==> src/rtl/spi_pkg.sv <==
package spi_pkg;
  typedef enum logic {ROLE_SLAVE = 1'b0, ROLE_MASTER = 1'b1} role_e;

  // one-cycle strobes marking an SCK edge, classified against the idle level
  typedef struct packed {
    logic lead;
    logic trail;
  } sck_edge_t;
endpackage

==> src/rtl/spi_sync.sv <==
module spi_sync #(
  parameter int W      = 3,
  parameter int STAGES = 2
) (
  input  logic         clk,
  input  logic         rst_n,
  input  logic [W-1:0] init,
  input  logic [W-1:0] d,
  output logic [W-1:0] q
);
  logic [STAGES-1:0][W-1:0] pipe;

  generate
    if (STAGES == 1) begin : g_one
      always_ff @(posedge clk or negedge rst_n)
        if (!rst_n) pipe <= init;
        else        pipe <= d;
    end else begin : g_many
      always_ff @(posedge clk or negedge rst_n)
        if (!rst_n) pipe <= {STAGES{init}};
        else        pipe <= {pipe[STAGES-2:0], d};
    end
  endgenerate

  assign q = pipe[STAGES-1];
endmodule

==> src/rtl/spi_sck_gen.sv <==
module spi_sck_gen
  import spi_pkg::*;
#(
  parameter int DW    = 8,
  parameter int DIV_W = 8
) (
  input  logic             clk,
  input  logic             rst_n,
  input  logic             start,
  input  logic             stop,
  input  logic             cpol,
  input  logic [DIV_W-1:0] div,
  output logic             sck,
  output logic             active,
  output sck_edge_t        edge_o
);
  localparam int EDGES = 2 * DW;
  localparam int EW    = $clog2(EDGES + 1);

  logic [DIV_W-1:0] hc;
  logic [EW-1:0]    ecnt;
  logic             sck_q;
  logic             term;

  assign term = (hc >= div);

  always_ff @(posedge clk or negedge rst_n) begin
    if (!rst_n) begin
      active <= 1'b0;
      hc     <= '0;
      ecnt   <= '0;
      sck_q  <= 1'b0;
      edge_o <= '0;
    end else begin
      edge_o <= '0;
      if (stop) begin
        active <= 1'b0;
      end else if (start) begin
        active <= 1'b1;
        hc     <= '0;
        ecnt   <= '0;
        sck_q  <= cpol;
      end else if (active) begin
        if (term) begin
          hc <= '0;
          if (ecnt == EW'(EDGES)) begin
            active <= 1'b0;          // trailing half period of select hold
          end else begin
            sck_q        <= ~sck_q;
            ecnt         <= ecnt + 1'b1;
            edge_o.lead  <= ~ecnt[0];
            edge_o.trail <= ecnt[0];
          end
        end else begin
          hc <= hc + 1'b1;
        end
      end
    end
  end

  assign sck = active ? sck_q : cpol;
endmodule

==> src/rtl/spi_shift_core.sv <==
module spi_shift_core
  import spi_pkg::*;
#(
  parameter int DW = 8
) (
  input  logic          clk,
  input  logic          rst_n,
  input  logic          clear,
  input  logic          load,
  input  logic [DW-1:0] load_data,
  input  sck_edge_t     ev,
  input  logic          cpha,
  input  logic          sin,
  output logic          sout,
  output logic          done,
  output logic [DW-1:0] rx_word
);
  localparam int CW = (DW > 1) ? $clog2(DW) : 1;

  logic [DW-1:0] txsh;
  logic [DW-1:0] rxsh;
  logic          out_q;
  logic [CW-1:0] cnt;
  logic          smp;
  logic          shf;
  logic [DW-1:0] rx_next;

  assign smp     = cpha ? ev.trail : ev.lead;
  assign shf     = cpha ? ev.lead  : ev.trail;
  assign rx_next = {rxsh[DW-2:0], sin};

  always_ff @(posedge clk or negedge rst_n) begin
    if (!rst_n) begin
      txsh    <= '0;
      rxsh    <= '0;
      out_q   <= 1'b0;
      cnt     <= '0;
      done    <= 1'b0;
      rx_word <= '0;
    end else begin
      done <= 1'b0;
      if (load) begin
        txsh  <= load_data;
        out_q <= load_data[DW-1];
      end else if (shf) begin
        out_q <= txsh[DW-1];
        txsh  <= {txsh[DW-2:0], 1'b0};
      end
      if (clear || load) begin
        cnt <= '0;
      end else if (smp) begin
        rxsh <= rx_next;
        if (cnt == CW'(DW - 1)) begin
          cnt     <= '0;
          done    <= 1'b1;
          rx_word <= rx_next;
        end else begin
          cnt <= cnt + 1'b1;
        end
      end
    end
  end

  // phase 0 presents the head bit before any edge, phase 1 after the leading edge
  assign sout = cpha ? out_q : txsh[DW-1];
endmodule

==> src/rtl/spi_duplex_port.sv <==
module spi_duplex_port
  import spi_pkg::*;
#(
  parameter int DW          = 8,
  parameter int DIV_W       = 8,
  parameter int SYNC_STAGES = 2
) (
  input  logic             clk,
  input  logic             rst_n,
  input  logic             enable,
  input  logic             master_mode,
  input  logic             cpol,
  input  logic             cpha,
  input  logic [DIV_W-1:0] sck_div,
  input  logic             tx_valid,
  output logic             tx_ready,
  input  logic [DW-1:0]    tx_data,
  input  logic             rx_rd,
  output logic [DW-1:0]    rx_data,
  output logic             done_flag,
  output logic             wcol_flag,
  input  logic             ss_n_in,
  output logic             ss_n_out,
  output logic             ss_n_oe,
  input  logic             sck_in,
  output logic             sck_out,
  output logic             sck_oe,
  input  logic             mosi_in,
  output logic             mosi_out,
  output logic             mosi_oe,
  input  logic             miso_in,
  output logic             miso_out,
  output logic             miso_oe
);
  localparam int NSYNC = 3;

  role_e         role;
  logic          is_master;
  logic [NSYNC-1:0] pins_s;
  logic          ss_s, sck_s, mosi_s;
  logic          sck_prev;
  logic          sck_chg;
  sck_edge_t     slv_ev, gen_ev, core_ev;
  logic          gen_sck, gen_active;
  logic          busy, tx_fire, tx_coll;
  logic          core_clear, core_sin, core_sout, core_done;
  logic [DW-1:0] core_word;

  assign role      = role_e'(master_mode);
  assign is_master = (role == ROLE_MASTER);

  spi_sync #(.W(NSYNC), .STAGES(SYNC_STAGES)) u_sync (
    .clk  (clk),
    .rst_n(rst_n),
    .init (3'b100),
    .d    ({ss_n_in, sck_in, mosi_in}),
    .q    (pins_s)
  );
  assign {ss_s, sck_s, mosi_s} = pins_s;

  always_ff @(posedge clk or negedge rst_n)
    if (!rst_n) sck_prev <= 1'b0;
    else        sck_prev <= sck_s;

  assign sck_chg = enable && !is_master && !ss_s && (sck_s != sck_prev);

  always_comb begin
    slv_ev.lead  = sck_chg && (sck_s != cpol);
    slv_ev.trail = sck_chg && (sck_s == cpol);
  end

  // transmit handshake: no queue, a refused byte is a collision
  assign busy     = is_master ? gen_active : !ss_s;
  assign tx_ready = enable && !busy;
  assign tx_fire  = tx_valid && tx_ready;
  assign tx_coll  = tx_valid && enable && busy;

  spi_sck_gen #(.DW(DW), .DIV_W(DIV_W)) u_gen (
    .clk   (clk),
    .rst_n (rst_n),
    .start (tx_fire && is_master),
    .stop  (!enable || !is_master),
    .cpol  (cpol),
    .div   (sck_div),
    .sck   (gen_sck),
    .active(gen_active),
    .edge_o(gen_ev)
  );

  assign core_ev    = is_master ? gen_ev : slv_ev;
  assign core_sin   = is_master ? miso_in : mosi_s;
  assign core_clear = !enable || (!is_master && ss_s);

  spi_shift_core #(.DW(DW)) u_core (
    .clk      (clk),
    .rst_n    (rst_n),
    .clear    (core_clear),
    .load     (tx_fire),
    .load_data(tx_data),
    .ev       (core_ev),
    .cpha     (cpha),
    .sin      (core_sin),
    .sout     (core_sout),
    .done     (core_done),
    .rx_word  (core_word)
  );

  always_ff @(posedge clk or negedge rst_n) begin
    if (!rst_n) begin
      rx_data   <= '0;
      done_flag <= 1'b0;
      wcol_flag <= 1'b0;
    end else begin
      if (core_done) begin
        rx_data   <= core_word;
        done_flag <= 1'b1;
      end else if (rx_rd) begin
        done_flag <= 1'b0;
      end
      if (tx_coll)      wcol_flag <= 1'b1;
      else if (tx_fire) wcol_flag <= 1'b0;
    end
  end

  assign ss_n_out = !gen_active;
  assign ss_n_oe  = enable && is_master;
  assign sck_out  = gen_sck;
  assign sck_oe   = enable && is_master;
  assign mosi_out = core_sout;
  assign mosi_oe  = enable && is_master;
  assign miso_out = core_sout;
  assign miso_oe  = enable && !is_master && !ss_s;
endmodule

==> config.mk <==
export PLATFORM = sky130hd
export DESIGN_NAME = spi_duplex_port
export DESIGN_NICKNAME = d
export VERILOG_FILES = /design/src/rtl/spi_pkg.sv /design/src/rtl/spi_sync.sv /design/src/rtl/spi_sck_gen.sv /design/src/rtl/spi_shift_core.sv /design/src/rtl/spi_duplex_port.sv
export SDC_FILE = /design/constraint.sdc
export NUM_CORES = 1
export LEC_CHECK = 0
export ABC_AREA = 1
export ABC_CLOCK_PERIOD_IN_PS = 2200
export BUFFER_PORTS_ARGS = -buffer_cell sky130_fd_sc_hd__buf_2
export CORE_MARGIN = 5
export CORE_UTILIZATION = 50
export CTS_CLUSTER_SIZE = 30
export DETAILED_ROUTE_END_ITERATION = 10
export PLACE_DENSITY = 0.82
export SYNTH_ARGS = -nofsm -noshare
export SYNTH_HDL_FRONTEND = slang
export SYNTH_SLANG_ARGS = --single-unit
==> constraint.sdc <==
create_clock -name clk -period 2.2 [get_ports clk]
set_clock_uncertainty 0.15 [all_clocks]
set_input_delay 0.11 -clock clk [delete_from_list [all_inputs] [get_ports clk]]
set_output_delay 0.11 -clock clk [all_outputs]
set_load 0.02 [all_outputs]
==> impl_metrics.toml, run 1 <==
[run_status]
status = "complete, no violations"

[timing]
holdWs_ns = 0.0129
rsz0062_at_grt = "no"
setup_tns_ns = 0
fin_crit_ns = 1.93
worst_pin_slew_ns = 0.445
slew_viol_final = 0
hold_violations = 0
slew_headroom = 0.703
post-route-period-util = 0.875
fmax_mhz = 519
fin_ws_ns = 0.274
setup_violations = 0

[cells_and_area]
drive_gt1_frac = 0.200
n_fill_cell = 512
fin_nets = 507
syn_to_final_growth_pct = 19.2
n_antenna_cell = 0

[die]
die_h_microns = 90.9
initial_utilization = 0.516
num_io_pins = 47
num_rows = 29
core_area_sq_um = 6350
dieArea_sq_um = 8270
die_x_microns = 90.9

[route]
avgViaCountPerCell = 5.08
met2_length_microns = 3330
vias = 2784
wl_met1_microns = 3020
drc = 0
wl_met3_microns = 343
wl_per_cell_microns = 12.5
routed_wirelength_microns = 6850
firstDrtPassIters = 4
drt-initial-drc-count = 174
dr.max_layer_used = "met4"
drtAntennaViolNets = 0

[global_route]
grt_pass1_wl_microns = 12000
first_global_vias = 2749
antenna_found_initial = 0
grt_overflow_total = 0
grt_max_degree = 24
grt_use_total = 0.176

[placement]
port_buffers = 46
place_ws_ns = 0.315
place_hpwl_microns = 5010
gp_congestion = 0.821

[synth]
ys_warn_count = 0
synth_edf_count = 0
ys_types = 33
synth_commonest_cells = "nand2_1, dfrtp_1, inv_1"
avgSynthCellArea_sq_um = 8.17
ys_async_sr_fraction = 1.00
yosys_register_bits = 62
synth_ff_type = "dfrtp_1"
syn_inst = 401
yosysMostFrequentCell = "nand2_1"
synth_nets = 442
synth_area_leaders = "dfrtp_1, nand2_1, ha_1"
synth_top_area_frac = 0.458
seq_area_frac_synth = 0.474
synth_area_sq_um = 3280
synth_top_area_cell = "dfrtp_1"

[clock_tree]
htree_levels = 3
path_clk_slew_ns = 0.07
numCtsBuffers = 9
cts_tree = "built"
clockBufferDepth = 2
worstSkewPairLatency_ns = 0.35
clock_sinks = 62
root_buffer = "clkbuf_8"

[run]
max-cap-violations = 0

[setup_path]
critPathArrivalTime_ns = 2.06
path_cells = "ha_1 > a21oi_1 > nor2b_1 > nand3_1 > nand2_2 > nand2_1 > nand2_1"
slowest_stage = "dfrtp_1"
crit_required_ns = 2.33
worst_path_dominant_cell_family = "simple AND/OR/NAND/NOR gates"
crit_top_cell = "nand2_1"
worst_setup_path_start_kind = "flip-flop"
crit_type = "reg2reg"
cp_max_fo = 8
slowest_delay_ns = 0.41
crit_path_end_kind = "flip-flop"
critPathBufInv = 0

[min_path]
hold_class = "in2reg"

[power_and_ir_drop]
p_leak_uw = 0.00227
p_total_uw = 2860
ir_drop_mv = 0.429
power.density_nw_per_um2 = 732
==> layout by cell type (no fill, tap or decap), drive strengths merged <==
master         n
nand2        171
dfrtp         60
buf           52
inv           45
nand3         32
nand4         26
dlygate4sd3   15
ha            13
nor2          10
clkbuf         9
a21oi          7
o21ai          6
xor2           4
xnor2          4
nand3b         4
nor3           3
clkinv         3
dfstp          2
nand2b         1
nor2b          1
or2            1
clkinvlp       1
bufinv         1
==> per-layer routing <==
layer / global-route usage / vias to the layer above
met5: 0 / -
li1: - / 1414
met3: 0.0471 / 19
met2: 0.292 / 70
met1: 0.214 / 1281
met4: 0.0819 / 0
==> power by group <==
part	total, uW	internal [uW]	switching (uW)
sequential	1350	1250	98.5
clock	1020	534	484
combinational	488	193	295
==> layout make-up <==
| type | instances | area [sq um] | share of cell area |
|---|---|---|---|
| clock inverters | 7 | 77.6 | 0.0199 |
| repair buffers | 67 | 425 | 0.109 |
| well taps | 77 | 96.3 | 0.0247 |
| inverters | 43 | 164 | 0.0420 |
| multi-input cells | 283 | 1460 | 0.375 |
| clock buffers | 9 | 124 | 0.0317 |
| flip-flops and latches | 62 | 1550 | 0.398 |
==> tightest hold or removal path, stage by stage <==
cell and delay [ns]:
buf_2 0.11, nand2_1 0.05, nand2_1 0.07, nand4_1 0.09
nand2_1 0.05
==> worst paths after layout <==
check | startpoint | cells past startpoint | slack [ns] | endpoint
hold / removal | miso_in | 5 | 0.01 | u_core.rxsh[0]$_DFFE_PN0P_
setup / recovery | u_gen.hc[7]$_DFFE_PN0P_ | 7 | 0.27 | u_gen.ecnt[0]$_DFFE_PN0P_
min in group asynchronous | rst_n | 2 | 0.07 | u_gen.hc[7]$_DFFE_PN0P_
setup reg to reg | u_gen.hc[7]$_DFFE_PN0P_ | 7 | 0.27 | u_gen.ecnt[0]$_DFFE_PN0P_
max in group asynchronous | rst_n | 3 | 1.18 | u_core.cnt[0]$_DFFE_PN0P_
hold reg to reg | u_sync.pipe[0]$_DFF_PN0_ | 0 | 0.22 | u_sync.q[0]$_DFF_PN0_
==> metrics by stage <==
| stage | cell area (sq um) | util | instances |
|---|---|---|---|
| floorplan | 3280 | - | 401 |
| detailed placement | 3550 | 0.559 | 517 |
| CTS | 3900 | 0.615 | 548 |
| global placement | 3550 | 0.559 | 517 |
| global route | 3900 | 0.615 | 548 |
| finish | 3900 | 0.615 | 548 |
==> state kept, by name, summed over array words and instances (netlist names) <==
name and cells:
u_core.txsh 8, u_core.done 1, done_flag 1, u_core.rxsh 7, sck_prev 1, u_gen.active 1, u_core.cnt 3, u_gen.hc 8
rx_data 8, wcol_flag 1, u_sync.q 3, u_gen.sck_q 1, u_gen.edge_o 2, u_sync.pipe 3, u_gen.ecnt 5, u_core.out_q 1
u_core.rx_word 8
==> logic make-up after synthesis <==
group,count (synthesis),share of synthesized area
flip-flops,62,0.474
XOR/XNOR,8,0.0214
adder cells (fa/ha/maj),13,0.0497
AO/OA/AOI/OAI,13,0.0199
buffers and inverters,56,0.0791
AND/OR/NAND/NOR,249,0.356
==> what timing repair did <==
action | in CTS | in global routing
resized for setup | 0 | 0
hold buffers | 15 | 0
hold endpoints to repair | 76 | 0
setup buffers | 0 | 0
(Power assumes the default switching activity.)
==> inputs of run 2 (changes only) <==
Settings changed: BUFFER_PORTS_ARGS -buffer_cell sky130_fd_sc_hd__buf_2 to default, CORE_UTILIZATION 50 to 54, DONT_BUFFER_PORTS from default to 1, PLACE_DENSITY 0.82 to 0.8.
==> run 2 against run 1 <==
Against the previous run: global-route usage grew 1.8 points; sequential share of layout area rose by 1.2 points; die area down 6.6%; critical path depth is 1 higher; first-iteration DRC count down 33%; combinational power shrank 4.3%; hold slack improved by 0.0081 ns; final cell count shrank 7.5%.
==> impl_metrics.toml, run 2 (synthesized netlist as in run 1, its figures left out) <==
[cells_and_area]
fin_area_sq_um = 3790
syn_to_final_growth_pct = 15.7
register_area_sq_um = 1550
fin_nets = 468
drive_gt1_frac = 0.123
layout_commonest_cell = "nand2_1"
n_fill_cell = 489
final_cell_mix = "nand2_1, dfrtp_1, inv_1, nand3_1, nand4_1"
multi_input_area_sq_um = 1470
fin_cells = 507
n_antenna_cell = 0

[placement]
place_hpwl_microns = 4720
place_ws_ns = 0.328
port_buffers = 0
gp_congestion = 0.832
placedCellCount = 471
dpl-instance-area_sq_um = 3330

[global_route]
first_global_vias = 2643
grt_max_degree = 63
grt_use_total = 0.194
antenna_found_initial = 0
grt_overflow_total = 0
grt_pass1_wl_microns = 11600

[clock_tree]
numCtsBuffers = 9
path_clk_slew_ns = 0.07
root_buffer = "clkbuf_8"
clockBufferDepth = 2
clock_sinks = 62
worstSkewPairLatency_ns = 0.35
postCtsSetupRepairBufs = 0
htree_levels = 3
cts_tree = "built"

[power_and_ir_drop]
p_leak_uw = 0.00213
power.density_nw_per_um2 = 787
p_total_uw = 2980
ir_drop_mv = 0.622

[die]
die_h_microns = 87.9
dieArea_sq_um = 7720
num_rows = 28
core_area_sq_um = 5920
num_io_pins = 47
die_x_microns = 87.9
initial_utilization = 0.553

[route]
avgViaCountPerCell = 5.34
drc = 0
routed_wirelength_microns = 7050
firstDrtPassIters = 4
vias = 2708
wl_per_cell_microns = 13.9
drt-initial-drc-count = 117
drtAntennaViolNets = 0

[setup_path]
worst_setup_path_start_kind = "flip-flop"
crit_required_ns = 2.29
crit_path_end_kind = "flip-flop"
cp_max_fo = 5
critPathArrivalTime_ns = 2.18
crit_type = "reg2reg"

[timing]
setup_tns_ns = 0
post-route-period-util = 0.952
worst_pin_slew_ns = 0.453
slew_headroom = 0.698
setup_violations = 0
slew_viol_final = 0
fin_ws_ns = 0.105
hold_violations = 0
rsz0062_at_grt = "no"
fin_crit_ns = 2.09
fmax_mhz = 477

[min_path]
hold_class = "in2reg"

[run_status]
status = "complete, no violations"

[run]
max-cap-violations = 0
[run 2: worst paths after layout]
check | start | to | slack (ns) | cells past startpoint
setup / recovery | u_gen.ecnt[0]$_DFFE_PN0P_ | u_gen.ecnt[0]$_DFFE_PN0P_ | 0.11 | 8
hold / removal | master_mode | u_gen.active$_DFF_PN0_ | 0.02 | 4
setup reg to reg | u_gen.ecnt[0]$_DFFE_PN0P_ | u_gen.ecnt[0]$_DFFE_PN0P_ | 0.11 | 8
hold reg to reg | u_sync.pipe[1]$_DFF_PN0_ | u_sync.q[1]$_DFF_PN0_ | 0.20 | 0
max in group asynchronous | rst_n | u_sync.pipe[2]$_DFF_PN1_ | 1.44 | 2
min in group asynchronous | rst_n | rx_data[4]$_DFFE_PN0P_ | 0.14 | 2
[run 2: area by class of cell]
| class | instances | share of cell area |
|---|---|---|
| Timing Repair Buffer | 28 | 0.0733 |
| Clock buffer | 9 | 0.0327 |
| Multi-Input combinational cell | 283 | 0.389 |
| Tap cell | 75 | 0.0248 |
| Sequential cell | 62 | 0.410 |
| Clock inverter | 7 | 0.0274 |
| Inverter | 43 | 0.0432 |
[run 2: worst max-delay path: stages, from the launching register on]
cell and delay (ns):
dfrtp_1 0.44, inv_1 0.10, ha_1 0.14, nand2_1 0.07
nor3_2 0.22, nor3_2 0.08, dlygate4sd3_1 0.60, nand3_1 0.13
nand2_1 0.07
[run 2: report_power, final]
part           internal, uW  switching (uW)  total [uW]  leakage (uW)
Combinational           183             284         467       0.00119
Sequential             1250             105        1360      0.000824
Clock                   653             503        1160      0.000115
[run 2: layer usage]
layer / track usage / vias up / part of all wire
met5: 0 / - / 0
met4: 0.100 / 0 / 0.019
met3: 0.0376 / 12 / 0.056
met2: 0.329 / 77 / 0.50
met1: 0.234 / 1285 / 0.42
li1: - / 1334 / -
[run 2: repair_timing]
action                     CTS  global route
hold endpoints to repair    87             0
resized for setup            0             2
hold buffers                20             0
setup endpoints to repair    0             3
[run 2: stage by stage]
| stage | utilization | hold WS, ns |
|---|---|---|
| 3_3_place_gp | 0.563 | -0.334 |
| 2_1_floorplan | - | -0.336 |
| 5_1_grt | 0.640 | 0.0639 |
| 3_5_place_dp | 0.563 | -0.334 |
| 4_1_cts | 0.638 | 0.0103 |
| 6_report | 0.640 | 0.0210 |
==> inputs of run 3 (changes only) <==
--- a/constraint.sdc
+++ b/constraint.sdc
@@ -3,3 +3,3 @@
 set_input_delay 0.11 -clock clk [delete_from_list [all_inputs] [get_ports clk]]
 set_output_delay 0.11 -clock clk [all_outputs]
-set_load 0.02 [all_outputs]
+set_load 0.01 [all_outputs]
==> run 3 against run 2 <==
Against the previous run: power shrank 10%; critical endpoint unchanged; highest routed layer unchanged; sequential power about the same; clock-buffer cell count increased by 1; maximum frequency increased by 3.3%; via count fell by 2.8%; largest cell class unchanged; register-to-register slack gained 0.07 ns; combinational power fell by 5.1%; non-clock buffer count shrank 3.
==> impl_metrics.toml, run 3 (synthesized netlist as in run 1, its figures left out) <==
[clock_tree]
htree_levels = 3
root_buffer = "clkbuf_8"
postCtsSetupRepairBufs = 0
clockBufferDepth = 2
cts_tree = "built"
numCtsBuffers = 9
clock_sinks = 62
path_clk_slew_ns = 0.07
worstSkewPairLatency_ns = 0.34

[die]
initial_utilization = 0.553
core_area_sq_um = 5920
die_h_microns = 87.9
num_rows = 28
num_io_pins = 47
dieArea_sq_um = 7720
die_x_microns = 87.9

[route]
firstDrtPassIters = 5
routed_wirelength_microns = 6690
avgViaCountPerCell = 5.22
drt-initial-drc-count = 123
drtAntennaViolNets = 0
wl_per_cell_microns = 13.3
vias = 2633
drc = 0

[timing]
fin_crit_ns = 2.03
slew_headroom = 0.549
setup_tns_ns = 0
hold_violations = 0
slew_viol_final = 0
setup_violations = 0
post-route-period-util = 0.922
fmax_mhz = 493
rsz0062_at_grt = "no"
holdWs_ns = 0.0320
worst_pin_slew_ns = 0.669

[cells_and_area]
layout_commonest_cell = "nand2_1"
n_antenna_cell = 0
multi_input_area_sq_um = 1460
final_cell_mix = "nand2_1, dfrtp_1, inv_1, nand3_1, nand4_1"
n_fill_cell = 505
syn_to_final_growth_pct = 13.1
drive_gt1_frac = 0.112
register_area_sq_um = 1550
fin_nets = 465

[power_and_ir_drop]
power.density_nw_per_um2 = 721
ir_drop_mv = 0.444
p_leak_uw = 0.00209

[global_route]
grt_util_met1 = 0.221
antenna_found_initial = 0
use_met2 = 0.309
met3_usage = 0.0461
grt_pass1_wl_microns = 11000
grt_overflow_total = 0
grt.busiest_layer = "met2"
first_global_vias = 2525
grt_use_total = 0.183
grt_max_degree = 63

[run_status]
status = "complete, no violations"

[setup_path]
worst_setup_path_start_kind = "flip-flop"
crit_required_ns = 2.28
critPathArrivalTime_ns = 2.10
r2r-start = "u_gen.ecnt[0]$_DFFE_PN0P_"
rr_worst_depth = 8
crit_type = "reg2reg"
cp-endpoint = "u_gen.ecnt[0]$_DFFE_PN0P_"
timing.rr.end = "u_gen.ecnt[0]$_DFFE_PN0P_"
worstSetupStartpoint = "u_gen.ecnt[0]$_DFFE_PN0P_"
cp_max_fo = 5
crit_path_end_kind = "flip-flop"
rrSetupSlack_ns = 0.17

[min_path]
hold_class = "in2reg"
min_from = "cpha"

[placement]
gp_congestion = 0.826
port_buffers = 0
place_hpwl_microns = 4720

[run]
max-cap-violations = 0
## run 3: cell types whose count changed in the layout (fill, tap and decap cells not counted), sizes merged
cell / delta
inv: -3
clkinv: +4
bufinv: -2
buf: -3
clkbuf: +1
## run 3: worst min path at each step
| stage | to | depth (start not counted) |
|---|---|---|
| after floorplan | done_flag$_DFFE_PN0P_ | 0 |
| after global placement | u_core.txsh[4]$_DFFE_PN0P_ | 0 |
| after detailed placement | u_core.txsh[3]$_DFFE_PN0P_ | 0 |
| after CTS | u_core.txsh[0]$_DFFE_PN0P_ | 4 |
| after global routing | u_core.txsh[0]$_DFFE_PN0P_ | 4 |
| final | u_core.txsh[0]$_DFFE_PN0P_ | 4 |
## run 3: stage by stage
stage          utilization  worst slack [ns]  total power, uW  instances  cell area, sq um
6_report             0.626             0.172             2670        504              3700
5_1_grt              0.626            0.0560             2820        504              3700
4_1_cts              0.626             0.177             2700        504              3700
3_5_place_dp         0.559             0.322             1760        468              3310
3_3_place_gp         0.559             0.375             1730        468              3310
2_1_floorplan            -             0.417             1680        401              3280
## run 3: cell type report
cell class,instances,share of cell area
clock inverter,6,0.0101
multi-input combinational,283,0.395
tap,75,0.0253
timing repair buffer,25,0.0689
clock buffer,10,0.0371
sequential,62,0.419
inverter,43,0.0442
## run 3: worst max-delay path, cell delays in order, from the launching register on
cell	delay, ns
dfrtp_1	0.43
inv_1	0.10
ha_1	0.14
nand2_1	0.04
nor3_1	0.23
nor3_1	0.07
dlygate4sd3_1	0.58
nand3_1	0.12
nand2_1	0.06
## run 3: what timing repair did
item	CTS	global route
hold buffers	20	0
setup endpoints to repair	0	0
resized for setup	0	0
endpoints found under the hold margin	90	0
## run 3: per-layer routing
layer / part of all wire / routed length (microns)
met3: 0.050 / 337
met1: 0.44 / 2930
met4: 0.020 / 132
met5: 0 / 0
met2: 0.49 / 3290
## run 3: power breakdown
| part | switching [uW] | total (uW) | leakage, uW | internal (uW) |
|---|---|---|---|---|
| clock network | 435 | 869 | 0.0000958 | 434 |
| logic | 270 | 443 | 0.00117 | 173 |
| registers | 103 | 1360 | 0.000824 | 1250 |
